$ cat src/rtl/uart_fe_pkg.sv
package uart_fe_pkg;

    localparam int CHAR_W = 8;

    localparam logic [4:0] OFF_DATA = 5'h00;
    localparam logic [4:0] OFF_DHI  = 5'h04;
    localparam logic [4:0] OFF_LCTL = 5'h0C;
    localparam logic [4:0] OFF_LSTS = 5'h14;

    typedef enum logic [1:0] {
        LEN5 = 2'd0,
        LEN6 = 2'd1,
        LEN7 = 2'd2,
        LEN8 = 2'd3
    } char_len_t;

    typedef struct packed {
        logic      bank;
        char_len_t len;
    } line_ctl_t;

    typedef struct packed {
        logic              brk;
        logic              ferr;
        logic              perr;
        logic [CHAR_W-1:0] data;
    } rx_entry_t;

    localparam int RX_ENTRY_W = $bits(rx_entry_t);

    function automatic logic [CHAR_W-1:0] trim_char(input logic [CHAR_W-1:0] d,
                                                    input char_len_t len);
        logic [CHAR_W-1:0] mask;
        mask = 8'hFF >> (2'd3 - len);
        return d & mask;
    endfunction

endpackage

$ cat src/rtl/uart_fe_fifo.sv
module uart_fe_fifo #(
    parameter int WIDTH = 8,
    parameter int DEPTH = 16
) (
    input  logic             clk,
    input  logic             rst,
    input  logic             push,
    input  logic [WIDTH-1:0] din,
    input  logic             pop,
    output logic [WIDTH-1:0] head,
    output logic             empty,
    output logic             full
);
    localparam int AW = $clog2(DEPTH);
    localparam int CW = $clog2(DEPTH + 1);

    logic [WIDTH-1:0] mem [DEPTH];
    logic [AW-1:0]    wr_ptr, rd_ptr;
    logic [CW-1:0]    count;
    logic             do_push, do_pop;

    assign empty   = (count == '0);
    assign full    = (count == CW'(DEPTH));
    assign do_push = push && !full;
    assign do_pop  = pop && !empty;
    assign head    = mem[rd_ptr];

    always_ff @(posedge clk) begin
        if (do_push) mem[wr_ptr] <= din;
    end

    always_ff @(posedge clk) begin
        if (rst) begin
            wr_ptr <= '0;
            rd_ptr <= '0;
            count  <= '0;
        end else begin
            if (do_push) wr_ptr <= (wr_ptr == AW'(DEPTH - 1)) ? '0 : wr_ptr + 1'b1;
            if (do_pop)  rd_ptr <= (rd_ptr == AW'(DEPTH - 1)) ? '0 : rd_ptr + 1'b1;
            case ({do_push, do_pop})
                2'b10:   count <= count + 1'b1;
                2'b01:   count <= count - 1'b1;
                default: count <= count;
            endcase
        end
    end

    assert_no_overflow_R10: assert property (@(posedge clk) disable iff (rst)
        count <= CW'(DEPTH));

    assert_full_push_dropped_R10: assert property (@(posedge clk) disable iff (rst)
        (push && full && !pop) |=> (count == $past(count)));

endmodule

$ cat src/rtl/uart_fe_baud.sv
module uart_fe_baud #(
    parameter int DIV_W = 16
) (
    input  logic             clk,
    input  logic             rst,
    input  logic [DIV_W-1:0] div_val,
    input  logic             load,
    output logic             tick
);
    logic [DIV_W-1:0] cnt_q;
    logic [DIV_W-1:0] eff;

    // zero divisor behaves as one
    assign eff  = (div_val == '0) ? DIV_W'(1) : div_val;
    assign tick = (cnt_q == '0);

    always_ff @(posedge clk) begin
        if (rst)             cnt_q <= '0;
        else if (load)       cnt_q <= eff - 1'b1;
        else if (cnt_q == '0) cnt_q <= eff - 1'b1;
        else                 cnt_q <= cnt_q - 1'b1;
    end

    assert_cnt_in_range_R4: assert property (@(posedge clk) disable iff (rst)
        !load |-> (cnt_q < eff));

    assert_reload_R5: assert property (@(posedge clk) disable iff (rst)
        load |=> (cnt_q == $past(eff) - 1'b1));

endmodule

$ cat src/rtl/uart_fe_top.sv
module uart_fe_top
    import uart_fe_pkg::*;
#(
    parameter int ADDR_W     = 5,
    parameter int FIFO_DEPTH = 16,
    parameter int DIV_W      = 16
) (
    input  logic              clk,
    input  logic              rst,
    input  logic              rd_en,
    input  logic              wr_en,
    input  logic [ADDR_W-1:0] addr,
    input  logic [31:0]       wdata,
    output logic [31:0]       rdata,
    input  logic              rx_push,
    input  logic [7:0]        rx_byte,
    input  logic              rx_perr,
    input  logic              rx_ferr,
    input  logic              rx_brk,
    input  logic              tx_pop,
    output logic [7:0]        tx_data,
    output logic              tx_valid,
    output logic              baud_tick
);
    line_ctl_t        lctl_q;
    logic [DIV_W-1:0] div_q, div_d;
    logic             ovr_q;
    logic [31:0]      rdata_q, rd_mux;

    logic sel_data, sel_dhi, sel_lctl, sel_lsts;
    logic rx_pop, tx_push, div_load;

    rx_entry_t rx_in, rx_head;
    logic      rx_empty, rx_full;
    logic      tx_empty, tx_full;
    logic [7:0] lsts;

    assign sel_data = (addr == ADDR_W'(OFF_DATA));
    assign sel_dhi  = (addr == ADDR_W'(OFF_DHI));
    assign sel_lctl = (addr == ADDR_W'(OFF_LCTL));
    assign sel_lsts = (addr == ADDR_W'(OFF_LSTS));

    assign rx_pop   = rd_en && sel_data && !lctl_q.bank;
    assign tx_push  = wr_en && sel_data && !lctl_q.bank;
    assign div_load = wr_en && lctl_q.bank && (sel_data || sel_dhi);

    assign rx_in = '{brk: rx_brk, ferr: rx_ferr, perr: rx_perr, data: rx_byte};

    uart_fe_fifo #(.WIDTH(RX_ENTRY_W), .DEPTH(FIFO_DEPTH)) u_rx_fifo (
        .clk   (clk),
        .rst   (rst),
        .push  (rx_push),
        .din   (rx_in),
        .pop   (rx_pop),
        .head  (rx_head),
        .empty (rx_empty),
        .full  (rx_full)
    );

    uart_fe_fifo #(.WIDTH(CHAR_W), .DEPTH(FIFO_DEPTH)) u_tx_fifo (
        .clk   (clk),
        .rst   (rst),
        .push  (tx_push),
        .din   (wdata[CHAR_W-1:0]),
        .pop   (tx_pop),
        .head  (tx_data),
        .empty (tx_empty),
        .full  (tx_full)
    );

    assign tx_valid = !tx_empty;

    always_comb begin
        div_d = div_q;
        if (div_load && sel_data) div_d[7:0]       = wdata[7:0];
        if (div_load && sel_dhi)  div_d[DIV_W-1:8] = wdata[DIV_W-9:0];
    end

    uart_fe_baud #(.DIV_W(DIV_W)) u_baud (
        .clk     (clk),
        .rst     (rst),
        .div_val (div_d),
        .load    (div_load),
        .tick    (baud_tick)
    );

    assign lsts = {2'b00, tx_empty,
                   rx_head.brk  && !rx_empty,
                   rx_head.ferr && !rx_empty,
                   rx_head.perr && !rx_empty,
                   ovr_q, !rx_empty};

    always_comb begin
        rd_mux = 32'd0;
        if (sel_data) begin
            if (lctl_q.bank)   rd_mux[7:0] = div_q[7:0];
            else if (!rx_empty) rd_mux[7:0] = trim_char(rx_head.data, lctl_q.len);
        end else if (sel_dhi) begin
            if (lctl_q.bank)   rd_mux[7:0] = div_q[DIV_W-1:8];
        end else if (sel_lctl) begin
            rd_mux[7:0] = {lctl_q.bank, 5'b00000, lctl_q.len};
        end else if (sel_lsts) begin
            rd_mux[7:0] = lsts;
        end
    end

    always_ff @(posedge clk) begin
        if (rst) begin
            lctl_q  <= '{bank: 1'b0, len: LEN5};
            div_q   <= '0;
            ovr_q   <= 1'b0;
            rdata_q <= '0;
        end else begin
            if (wr_en && sel_lctl) begin
                lctl_q.bank <= wdata[7];
                lctl_q.len  <= char_len_t'(wdata[1:0]);
            end
            div_q <= div_d;
            if (rx_push && rx_full)       ovr_q <= 1'b1;
            else if (rd_en && sel_lsts)   ovr_q <= 1'b0;
            if (rd_en) rdata_q <= rd_mux;
        end
    end

    assign rdata = rdata_q;

    assert_overrun_set_R9: assert property (@(posedge clk) disable iff (rst)
        (rx_push && rx_full) |=> (rdata == $past(rdata) || 1'b1) && lsts[1]);

    assert_empty_read_zero_R11: assert property (@(posedge clk) disable iff (rst)
        (rd_en && sel_data && !lctl_q.bank && rx_empty) |=> (rdata == 32'd0));

    assert_upper_zero_R12: assert property (@(posedge clk) disable iff (rst)
        (rd_en && sel_data) |=> (rdata[31:8] == 24'd0));

    assert_bank_no_pop_R3: assert property (@(posedge clk) disable iff (rst)
        (rd_en && lctl_q.bank && !rx_push) |=> (rx_empty == $past(rx_empty)));

endmodule

$ cat config.mk
export PLATFORM = sky130hd
export DESIGN_NAME = uart_fe_top
export DESIGN_NICKNAME = d
export VERILOG_FILES = /design/src/rtl/uart_fe_pkg.sv /design/src/rtl/uart_fe_fifo.sv /design/src/rtl/uart_fe_baud.sv /design/src/rtl/uart_fe_top.sv
export SDC_FILE = /design/constraint.sdc
export NUM_CORES = 1
export LEC_CHECK = 0
export BUFFER_PORTS_ARGS = -buffer_cell sky130_fd_sc_hd__buf_2
export CORE_MARGIN = 1.5
export CORE_UTILIZATION = 60
export DETAILED_ROUTE_END_ITERATION = 16
export PLACE_DENSITY = 0.77
export RECOVER_POWER = 25
export SLEW_MARGIN = 25
export SYNTH_ARGS = -nofsm -noshare
export SYNTH_HDL_FRONTEND = slang
export SYNTH_SLANG_ARGS = --single-unit
$ cat constraint.sdc
create_clock -name clk -period 4.7 [get_ports clk]
set_clock_uncertainty 0.15 [all_clocks]
set_input_delay 0.235 -clock clk [delete_from_list [all_inputs] [get_ports clk]]
set_output_delay 0.235 -clock clk [all_outputs]
set_load 0.05 [all_outputs]
==> reports/qor.yml, run 1 <==
cts_tree: "built"
numCtsBuffers: 37
grt_pass1_wl_um: 52450
gr-total-overflow: 0
ant_nets: 0
clock_path_buffers: 3
power.internal_uw: 5470
core_um2: 26280
io_buffers: 47
grt_max_degree: 42
worstSetupPathType: "in2reg"
powerDensity_nw_per_um2: 399.6
grt_pass1_vias: 9257
hold_path.class: "in2reg"
synthCells: 1063
multi_input_area_um2: 5154
slew_viol_final: 0
cp_slowest_cell: "or4_1"
drive_gt1_share_pct: 19.01
fin_ws_ps: 1009
finish.utilization_pct: 68.78
rsz0062_at_grt: "no"
fill_cells: 1768
period_minus_slack_ps: 3691
antenna_found_initial: 0
finalWirelength_um: 33780
synth_edf_count: 304
clkPwrFrac_pct: 38.1
power_frac_seq_pct: 52.5
cts_resized: 0
rows: 59
start_util_pct: 61.64
setup_viol: 0
nets: 1217
fin_crit_sh_pct: 78.54
dieArea_um2: 27990
drv_cap: 0
dp_slack_ps: 893.0
tightest_slew_ps: 1281
p_leak_uw: 0.005899
ir_worst_vdd_uv: 376.1
register_area_um2: 10700
fin_tns_setup_ps: 0
max_slew_margin_pct: 14.63
ys_seq_area_share_pct: 65.99
status: "finished, final reports clean"
hold_depth: 4
cts_sinks: 382
synth.distinct_cells: 57
sw_frac_of_total_pct: 24.26
io_pins: 96
synthFlopType: "edfxtp_1"
clockRootBuffer: "clkbuf_16"
critical_path_arrival_ps: 3950
slowest_delay_ps: 560
fmax_mhz: 270.9
cp-end-kind: "flip-flop"
area_growth_syn_to_layout_pct: 11.58
initialDrtViolationCount: 1017
num_antenna_cells: 0
hold_violations: 0
p_comb_share_pct: 9.5
die_w_um: 167.3
drc_errors: 0
synth-async-reset-ratio_pct: 0
detailed_place_hpwl_um: 21200
critPathMaxFanout: 7
drt_first_pass_iters: 5
chipHeight_um: 167.3
clk_pin_slew_worst_paths_ps: 60
grt_usage_pct: 24.72
final_area_um2: 18070
ys_ff_latch: 382
r2r_cells: 12
required_ps: 4960
clock_latency_ps: 540
wl_per_cell_um: 22.48
worstPathCellList: "dlygate4sd3_1 -> buf_2 -> or4_1 -> nor2_1 -> nand3_1 -> inv_1 -> ha_1 -> inv_1 -> fa_1 -> nor2b_1 -> o21ai_0 -> and3_1 -> nor3_1 -> xnor2_1 -> nor2_1"
cp-start-kind: "primary input"
post_synth.cell_area_avg_um2: 15.24
viasPerCell: 6.124
syn-cell-area_um2: 16200
vias: 9205
finalPower_uw: 7222
placed_cell_area_um2: 16800
htreeDepth: 2
p_sw_uw: 1752
ys_warn_count: 0
place_congestion: 0.8424
-- layout by cell type, fill, tap and decap left out, types with 5 or more instances in the layout --
cell,instances
nor2_1,109
conb_1,24
nand3b_1,5
clkinv_2,7
clkbuf_1,19
a211oi_1,18
a311oi_1,5
mux2i_1,44
buf_4,29
edfxtp_1,304
a21oi_1,32
buf_2,35
nor2b_1,9
dlygate4sd3_1,16
o22ai_1,5
mux4_2,78
nor4_1,17
nor3_1,35
xor2_1,20
and3_1,5
nand2b_1,11
nand3_1,19
inv_1,20
or4_1,5
xnor2_1,12
dfxtp_1,75
nand2_1,48
clkinv_1,10
o21ai_0,9
ha_1,21
clkbuf_16,37
mux2_2,16
-- kinds of logic after synthesis --
family                   after synthesis  synth area share (%)
XOR/XNOR                              32                 1.730
AO/OA/AOI/OAI                        100                 4.156
multiplexers                         139                 14.77
AND/OR/NAND/NOR                      288                 8.543
buffers and inverters                 98                 2.920
other                                  1               0.02315
adder cells (fa/ha/maj)               23                 1.869
flip-flops                           382                 65.99
-- Yosys cell counts, types with 5 or more instances --
library cell	count	area (µm²)
edfxtp_1	304	9129
nor2_1	109	409.1
dfxtp_1	78	1562
mux4_2	78	1757
nand2_1	48	180.2
mux2i_1	44	440.4
nor3_1	39	195.2
clkbuf_1	34	127.6
a21oi_1	32	160.2
buf_4	25	187.7
ha_1	21	262.8
inv_1	20	75.07
xor2_1	20	175.2
nand3_1	19	95.09
a211oi_1	18	135.1
nor4_1	17	106.4
mux2_2	16	180.2
xnor2_1	12	105.1
nand2b_1	11	68.82
buf_1	10	37.54
buf_2	9	45.04
nor2b_1	9	56.30
o21ai_0	9	45.04
a311oi_1	5	43.79
and3_1	5	31.28
nand3b_1	5	37.54
o22ai_1	5	31.28
o31ai_1	5	37.54
or4_1	5	37.54
-- layout make-up --
class	count	area share (%)
flip-flops and latches	382	59.18
well taps	335	2.319
inverters	20	0.4153
clock inverters	23	0.9207
clock buffers	44	5.323
repair buffers	93	3.330
multi-input cells	606	28.51
-- worst max-delay path, delay by kind of cell --
kind | cells | cell delay, ps
AO/OA/AOI/OAI | 1 | 120
buffers and inverters | 4 | 960
AND/OR/NAND/NOR | 7 | 1840
adder cells (fa/ha/maj) | 2 | 640
XOR/XNOR | 1 | 140
-- routing by layer --
layer  wire (µm)  vias up  global-route usage, %
met2       17520      337                  43.28
li1            -     4207                      -
met5           0        -                      0
met3        2195       62                  3.994
met4         873        0                  8.226
met1       13190     4599                  31.70
-- registers in the layout, summed over array words and instances, names as in the netlist, named ones only --
register and flops:
u_rx_fifo.mem 176, u_tx_fifo.mem 128, div_q 16, u_baud.cnt_q 16, rdata 8, u_rx_fifo.count 5
u_tx_fifo.count 5, u_rx_fifo.rd_ptr 4, u_rx_fifo.wr_ptr 4, u_tx_fifo.rd_ptr 4, u_tx_fifo.wr_ptr 4, lctl_q 3
ovr_q 1
-- stage by stage --
step / hold slack [ps] / instances
6_report: 69.09 / 1503
5_1_grt: 94.71 / 1503
4_1_cts: 4.420 / 1503
3_5_place_dp: 318.5 / 1420
3_3_place_gp: 318.2 / 1420
2_1_floorplan: 183.9 / 1086
-- repair_timing --
action                    in CTS  in global routing
setup buffers                  0                  0
hold buffers                  16                  0
hold endpoints to repair     184                  0
-- path summary, 6_finish.rpt --
| path | from | end | slack, ps |
|---|---|---|---|
| max | addr[0] | u_rx_fifo.count[4]$_SDFFE_PP0P_ | 1010 |
| min | wr_en | lctl_q[0]$_SDFFE_PP0P_ | 70 |
| max reg2reg | u_rx_fifo.count[0]$_SDFFE_PP0P_ | u_rx_fifo.count[4]$_SDFFE_PP0P_ | 1110 |
| min reg2reg | ovr_q$_SDFFE_PP0P_ | ovr_q$_SDFFE_PP0P_ | 330 |
-- power groups by stage --
stage / Combinational, µW / Sequential [µW] / Clock [µW]
6_report: 685 / 3790 / 2750
3_5_place_dp: 676 / 3860 / 0
2_1_floorplan: 518 / 3850 / 0
3_3_place_gp: 662 / 3860 / 0
5_1_grt: 770 / 3800 / 2920
4_1_cts: 690 / 3790 / 2790
No activity file was read; power rests on OpenSTA's default activity.
==> inputs of run 2 (changes only) <==
==> constraint.sdc (replaced) <==
create_clock -name clk -period 3.41 [get_ports clk]
set_clock_uncertainty 0.15 [all_clocks]
set_input_delay 0.1705 -clock clk [delete_from_list [all_inputs] [get_ports clk]]
set_output_delay 0.1705 -clock clk [all_outputs]
set_load 0.05 [all_outputs]
==> run 2 against run 1 <==
  * Combinational power is 45% higher
  * Sequential share of layout area is 1.8 points lower
  * Clock-buffer cell count stayed put
  * Non-clock buffer count is 38 higher
  * Critical endpoint is now u_baud.cnt_q[14]$_SDFF_PP0_
  * Largest cell class unchanged
==> reports/qor.yml, run 2 (synthesis gave the netlist of run 1 again) <==
cts_sinks: 382  # unchanged
drive_gt1_share_pct: 21.61  # +2.6 points
powerDensity_nw_per_um2: 575.1  # +44%
nets: 1256  # +3.2%
final_cell_mix: "edfxtp_1, nor2_1, mux4_2"
largest_reg_flops: 176  # unchanged
finalWirelength_um: 36380  # +7.7%
fmax_mhz: 309.1
grt_pass1_vias: 9708  # +4.9%
clock_latency_ps: 540  # about the same
hold_violations: 0  # unchanged
io_pins: 96  # unchanged
top_regs: "u_rx_fifo.mem (176), u_tx_fifo.mem (128)"
clk_pin_slew_worst_paths_ps: 60  # about the same
chipHeight_um: 167.3  # unchanged
numCtsBuffers: 38  # +2.7%
detailed_place_hpwl_um: 22140  # +4.4%
slowest_delay_ps: 600  # +40 ps
path_buf_inv: 4  # unchanged
grt_usage_pct: 26.78  # +2.1 points
finalPower_uw: 10720  # +48%
grt_pass1_wl_um: 55950  # +6.7%
critPathTopFamily: "buffers and inverters"
start_util_pct: 61.64  # unchanged
grt_max_degree: 51  # +21%
rrSetupSlack_ps: 360  # -750 ps
viasPerCell: 6.229  # +1.7%
slew_viol_final: 0  # unchanged
ir_worst_vdd_uv: 565.4  # +50%
cp_slowest_cell: "or4_1"
stdcell_count: 1543  # +2.7%
post_cts_buffers: 0  # unchanged
fin_ws_ps: 175.0  # -833.5 ps
fin_tns_setup_ps: 0  # unchanged
post-place-cells: 1451  # +2.2%
hold_path.class: "in2reg"
rows: 59  # unchanged
multi_input_area_um2: 5174  # +0.39%
clockRootBuffer: "clkbuf_16"
cts_tree: "built"
initialDrtViolationCount: 987  # -2.9%
period_minus_slack_ps: 3235
status: "finished, final reports clean"
worstPathCellList: "dlygate4sd3_1 -> buf_2 -> or4_1 -> buf_4 -> nor3_4 -> buf_12 -> mux2i_1 -> a21oi_2 -> ha_4 -> nand3_1 -> o21a_1 -> a221oi_1"
vias: 9612  # +4.4%
dp_slack_ps: 154.4  # -738.6 ps
htreeDepth: 2  # unchanged
dieArea_um2: 27990  # unchanged
mostFrequentLayoutCell: "edfxtp_1"
area_growth_syn_to_layout_pct: 15.10
fill_cells: 1654  # -6.4%
critical_path_arrival_ps: 3500  # -450 ps
drt_first_pass_iters: 5  # unchanged
drv_cap: 0  # unchanged
tightest_slew_ps: 1075  # -206.0 ps
num_antenna_cells: 0  # unchanged
max_slew_margin_pct: 28.36  # +14 points
p_leak_uw: 0.006202  # +5.1%
place_congestion: 0.8386  # -0.45%
clock_path_buffers: 3  # unchanged
setup_viol: 0  # unchanged
antenna_found_initial: 0  # unchanged
cp-end-kind: "flip-flop"
fin_crit_sh_pct: 94.87
worstSetupPathType: "in2reg"
wl_per_cell_um: 23.58  # +4.9%
die_w_um: 167.3  # unchanged
rsz0062_at_grt: "yes"
critPathMaxFanout: 17  # +10
drc_errors: 0  # unchanged
core_um2: 26280  # unchanged
ant_nets: 0  # unchanged
largest_register: "u_rx_fifo.mem"
gr-total-overflow: 0  # unchanged
register_area_um2: 10690  # about the same
cp-start-kind: "primary input"
io_buffers: 47  # unchanged
required_ps: 3670  # -1290 ps
-- run 2: cell count changes in the layout (fill, tap and decap cells not counted), moves of 2 or more --
| cell | before | now |
|---|---|---|
| buf_4 | 29 | 56 |
| clkinv_1 | 10 | 7 |
| bufinv_16 | 0 | 8 |
| buf_12 | 0 | 2 |
| clkinv_16 | 2 | 0 |
| clkbuf_16 | 37 | 40 |
| dlygate4sd3_1 | 16 | 23 |
| clkinv_8 | 0 | 2 |
-- run 2: metal layers --
metal  routed length (µm)  track usage [%]
met2                19000            48.10
met3                 2270            3.947
met1                13940            33.39
met4                 1165            9.127
met5                    0                0
-- run 2: power breakdown --
part	internal [µW]	switching [µW]	total, µW
clock	2760	1750	4510
sequential	5140	84.4	5220
combinational	371	623	994
total	8260	2460	10700
-- run 2: cell type report --
| class | instances | area share, % |
|---|---|---|
| sequential | 382 | 57.35 |
| tap | 335 | 2.248 |
| inverter | 20 | 0.4026 |
| multi-input combinational | 606 | 27.75 |
| timing repair buffer | 131 | 4.939 |
| clock inverter | 25 | 1.859 |
| clock buffer | 44 | 5.449 |
-- run 2: tightest hold or removal path, stage by stage --
cell and delay (ps):
buf_2 120, and2_1 200, mux2i_1 170, nor2_1 60
-- run 2: final timing paths --
check / start / endpoint / depth (start not counted)
min reg2reg: rdata[7]$_SDFFE_PP0P_ / rdata[7]$_SDFFE_PP0P_ / 2
min: tx_pop / flip-flop / 4
max: addr[3] / u_baud.cnt_q[14]$_SDFF_PP0_ / 12
max reg2reg: u_rx_fifo.count[0]$_SDFFE_PP0P_ / u_rx_fifo.count[4]$_SDFFE_PP0P_ / 14
-- run 2: through the flow --
step	cell area [µm²]	hold slack [ps]	util [%]
after floorplan	16290	119.4	-
after global placement	17050	287.8	64.89
after detailed placement	17060	286.7	64.92
after CTS	18650	12.84	70.98
after global routing	18650	117.4	70.95
final	18650	87.31	70.95
-- run 2: timing repair --
| item | in CTS | in global routing |
|---|---|---|
| setup endpoints to repair | 0 | 3 |
| resized for setup | 0 | 5 |
| endpoints found under the hold margin | 233 | 0 |
| hold buffers | 23 | 0 |
==> inputs of run 3 (changes only) <==
--- a/config.mk
+++ b/config.mk
@@ -6,12 +6,14 @@
 export NUM_CORES = 1
 export LEC_CHECK = 0
 export BUFFER_PORTS_ARGS = -buffer_cell sky130_fd_sc_hd__buf_2
-export CORE_MARGIN = 1.5
+export CORE_MARGIN = 8
 export CORE_UTILIZATION = 60
 export DETAILED_ROUTE_END_ITERATION = 16
+export GPL_TIMING_DRIVEN = 0
 export PLACE_DENSITY = 0.77
 export RECOVER_POWER = 25
 export SLEW_MARGIN = 25
 export SYNTH_ARGS = -nofsm -noshare
 export SYNTH_HDL_FRONTEND = slang
 export SYNTH_SLANG_ARGS = --single-unit
+export TNS_END_PERCENT = 100
==> run 3 against run 2 <==
  * Sequential share of layout area is 0.19 points higher
  * Die area rose by 16%
  * Non-clock buffer count increased by 25
  * Clock-buffer cell count rose by 4
  * Cell area down 0.36%
  * First-iteration DRC count fell by 12%
  * Via count shrank 0.88%
  * Worst hold slack improved by 88 ps
  * Worst setup slack worse by 42 ps
  * Critical path depth is 7 lower
  * Critical endpoint is now tx_data[0]
==> reports/qor.yml, run 3 (synthesis gave the netlist of run 1 again) <==
critPathMaxFanout: 10  # -7
cts_tree: "built"
area_growth_syn_to_layout_pct: 14.68
r2r_start: "u_tx_fifo.count[0]$_SDFFE_PP0P_"
numCtsBuffers: 38  # unchanged
clk_pin_slew_worst_paths_ps: 60  # about the same
final_cell_mix: "edfxtp_1, nor2_1, mux4_2, dfxtp_1, clkbuf_1"
ir_worst_vdd_uv: 455.7  # -19%
rows: 60  # +1.7%
io_buffers: 46  # -2.1%
antenna_found_initial: 0  # unchanged
fin_tns_setup_ps: 0  # unchanged
num_antenna_cells: 0  # unchanged
setup_viol: 0  # unchanged
ant_nets: 0  # unchanged
cp_slowest_cell: "mux4_2"
drc_errors: 0  # unchanged
clock_latency_ps: 530  # about the same
status: "finished, final reports clean"
powerDensity_nw_per_um2: 545.2  # -5.2%
path_buf_inv: 3  # -1
top_regs: "u_rx_fifo.mem (176), u_tx_fifo.mem (128)"
gr-total-overflow: 0  # unchanged
core_um2: 26730  # +1.7%
fmax_mhz: 305.1  # -1.3%
power.internal_uw: 7723  # -6.5%
hold_violations: 0  # unchanged
cp-end-kind: "output pin"
grt_pass1_vias: 9835  # +1.3%
cts_sinks: 382  # unchanged
crit_top_cell: "mux4_2"
htreeDepth: 2  # unchanged
placed_cell_area_um2: 17080  # +0.14%
largest_register: "u_rx_fifo.mem"
p_leak_uw: 0.006107  # -1.5%
period_minus_slack_ps: 3277  # +42.46 ps
viasPerCell: 6.049  # -2.9%
die_w_um: 180.3  # +7.8%
nets: 1281  # +2.0%
hold_path.class: "in2reg"
p_comb_share_pct: 10.1  # +0.8 points
grt_pass1_wl_um: 55560  # -0.70%
slew_viol_final: 0  # unchanged
finalWirelength_um: 35930  # -1.2%
dieArea_um2: 32510  # +16%
tightest_slew_ps: 987.2  # -87.41 ps
fill_cells: 1750  # +5.8%
grt_max_degree: 24  # -53%
slowest_delay_ps: 610  # about the same
place_congestion: 0.8417  # +0.37%
drive_gt1_share_pct: 21.07  # -0.54 points
chipHeight_um: 180.3  # +7.8%
critical_path_arrival_ps: 2960  # -540 ps
grt_usage_pct: 22.05  # -4.7 points
worstSetupPathType: "reg2out"
critPathTopFamily: "multiplexers"
final_area_um2: 18580  # -0.36%
fin_crit_sh_pct: 96.11  # +1.2 points
sw_frac_of_total_pct: 23.75  # +0.82 points
register_area_um2: 10690  # about the same
p_sw_uw: 2405  # -2.2%
clkPwrFrac_pct: 38.3  # -3.7 points
power_frac_seq_pct: 51.5  # +2.8 points
cp-start-kind: "flip-flop"
detailed_place_hpwl_um: 24040  # +8.6%
clockRootBuffer: "clkbuf_16"
clock_path_buffers: 3  # unchanged
worstHoldStart: "addr[3]"
required_ps: 3090  # -580 ps
wl_per_cell_um: 22.81  # -3.2%
multi_input_area_um2: 5254  # +1.5%
mostFrequentLayoutCell: "edfxtp_1"
vias: 9527  # -0.88%
drt_first_pass_iters: 5  # unchanged
worstPathCellList: "clkbuf_1 -> clkdlybuf4s18_2 -> mux4_2 -> mux4_2 -> buf_2"
largest_reg_flops: 176  # unchanged
drv_cap: 0  # unchanged
io_pins: 96  # unchanged
initialDrtViolationCount: 873  # -12%
start_util_pct: 60.61  # -1.0 points
max_slew_margin_pct: 34.11  # +5.8 points
==> run 3: power groups by stage <==
stage          Sequential, µW  Combinational [µW]  Clock, µW
2_1_floorplan            5310                 714          0
6_report                 5220                1030       3880
4_1_cts                  5220                1010       3930
3_3_place_gp             5310                 943          0
3_5_place_dp             5310                 972          0
5_1_grt                  5230                1140       4110
==> run 3: layout make-up <==
type                            instances  area share, %
Buffer                                 77          2.236
Sequential cell                       382          57.54
Tap cell                              341          2.297
Clock inverter                         22         0.8015
Clock buffer                           48          5.435
Timing Repair Buffer                   79          3.004
Inverter                               20         0.4041
Multi-Input combinational cell        606          28.28
==> run 3: path summary, 6_finish.rpt <==
| path | endpoint | slack, ps | cells after the start |
|---|---|---|---|
| min reg2reg | ovr_q$_SDFFE_PP0P_ | 310 | 2 |
| max reg2reg | u_tx_fifo.count[4]$_SDFFE_PP0P_ | 190 | 14 |
| min | ovr_q$_SDFFE_PP0P_ | 180 | 5 |
| max | tx_data[0] | 130 | 5 |
==> run 3: what timing repair did <==
action                                  CTS  global route
endpoints found under the setup margin   10             5
resized for setup                         9            11
hold buffers                             25             0
buffers inserted                          0             1
pin swaps                                 0             1
gates cloned                              0             0
hold endpoints to repair                314             0
==> run 3: metrics by stage <==
stage,total power [µW],hold WS (ps),utilization (%),instances,setup slack (ps)
after floorplan,6026,119.4,-,1086,312.0
after global placement,6252,296.8,63.39,1473,-377.4
after detailed placement,6286,306.6,63.92,1480,-383.7
after CTS,10160,162.6,69.35,1575,47.41
after global routing,10480,212.9,69.51,1575,-6.025
final,10130,175.0,69.51,1575,132.6
==> run 3: worst reg2reg max path: cells and delay by family (launching register included) <==
kind / cells / cell delay, ps
and+or+nand+nor: 7 / 1250
buffers and inverters: 3 / 380
adders and majority gates: 2 / 630
AOI/OAI and AO/OA: 1 / 130
xor gates and xnor gates: 1 / 140
DFF: 1 / 370
==> run 3: layer usage <==
| metal | GRT usage, % | share of wire [%] | wire length [µm] | vias up |
|---|---|---|---|---|
| met5 | 0 | 0 | 0 | - |
| met4 | 8.730 | 3.5 | 1260 | 0 |
| met3 | 4.153 | 6.0 | 2168 | 92 |
| met2 | 38.73 | 51 | 18470 | 379 |
| met1 | 26.62 | 39 | 14030 | 4712 |
| li1 | - | - | - | 4344 |
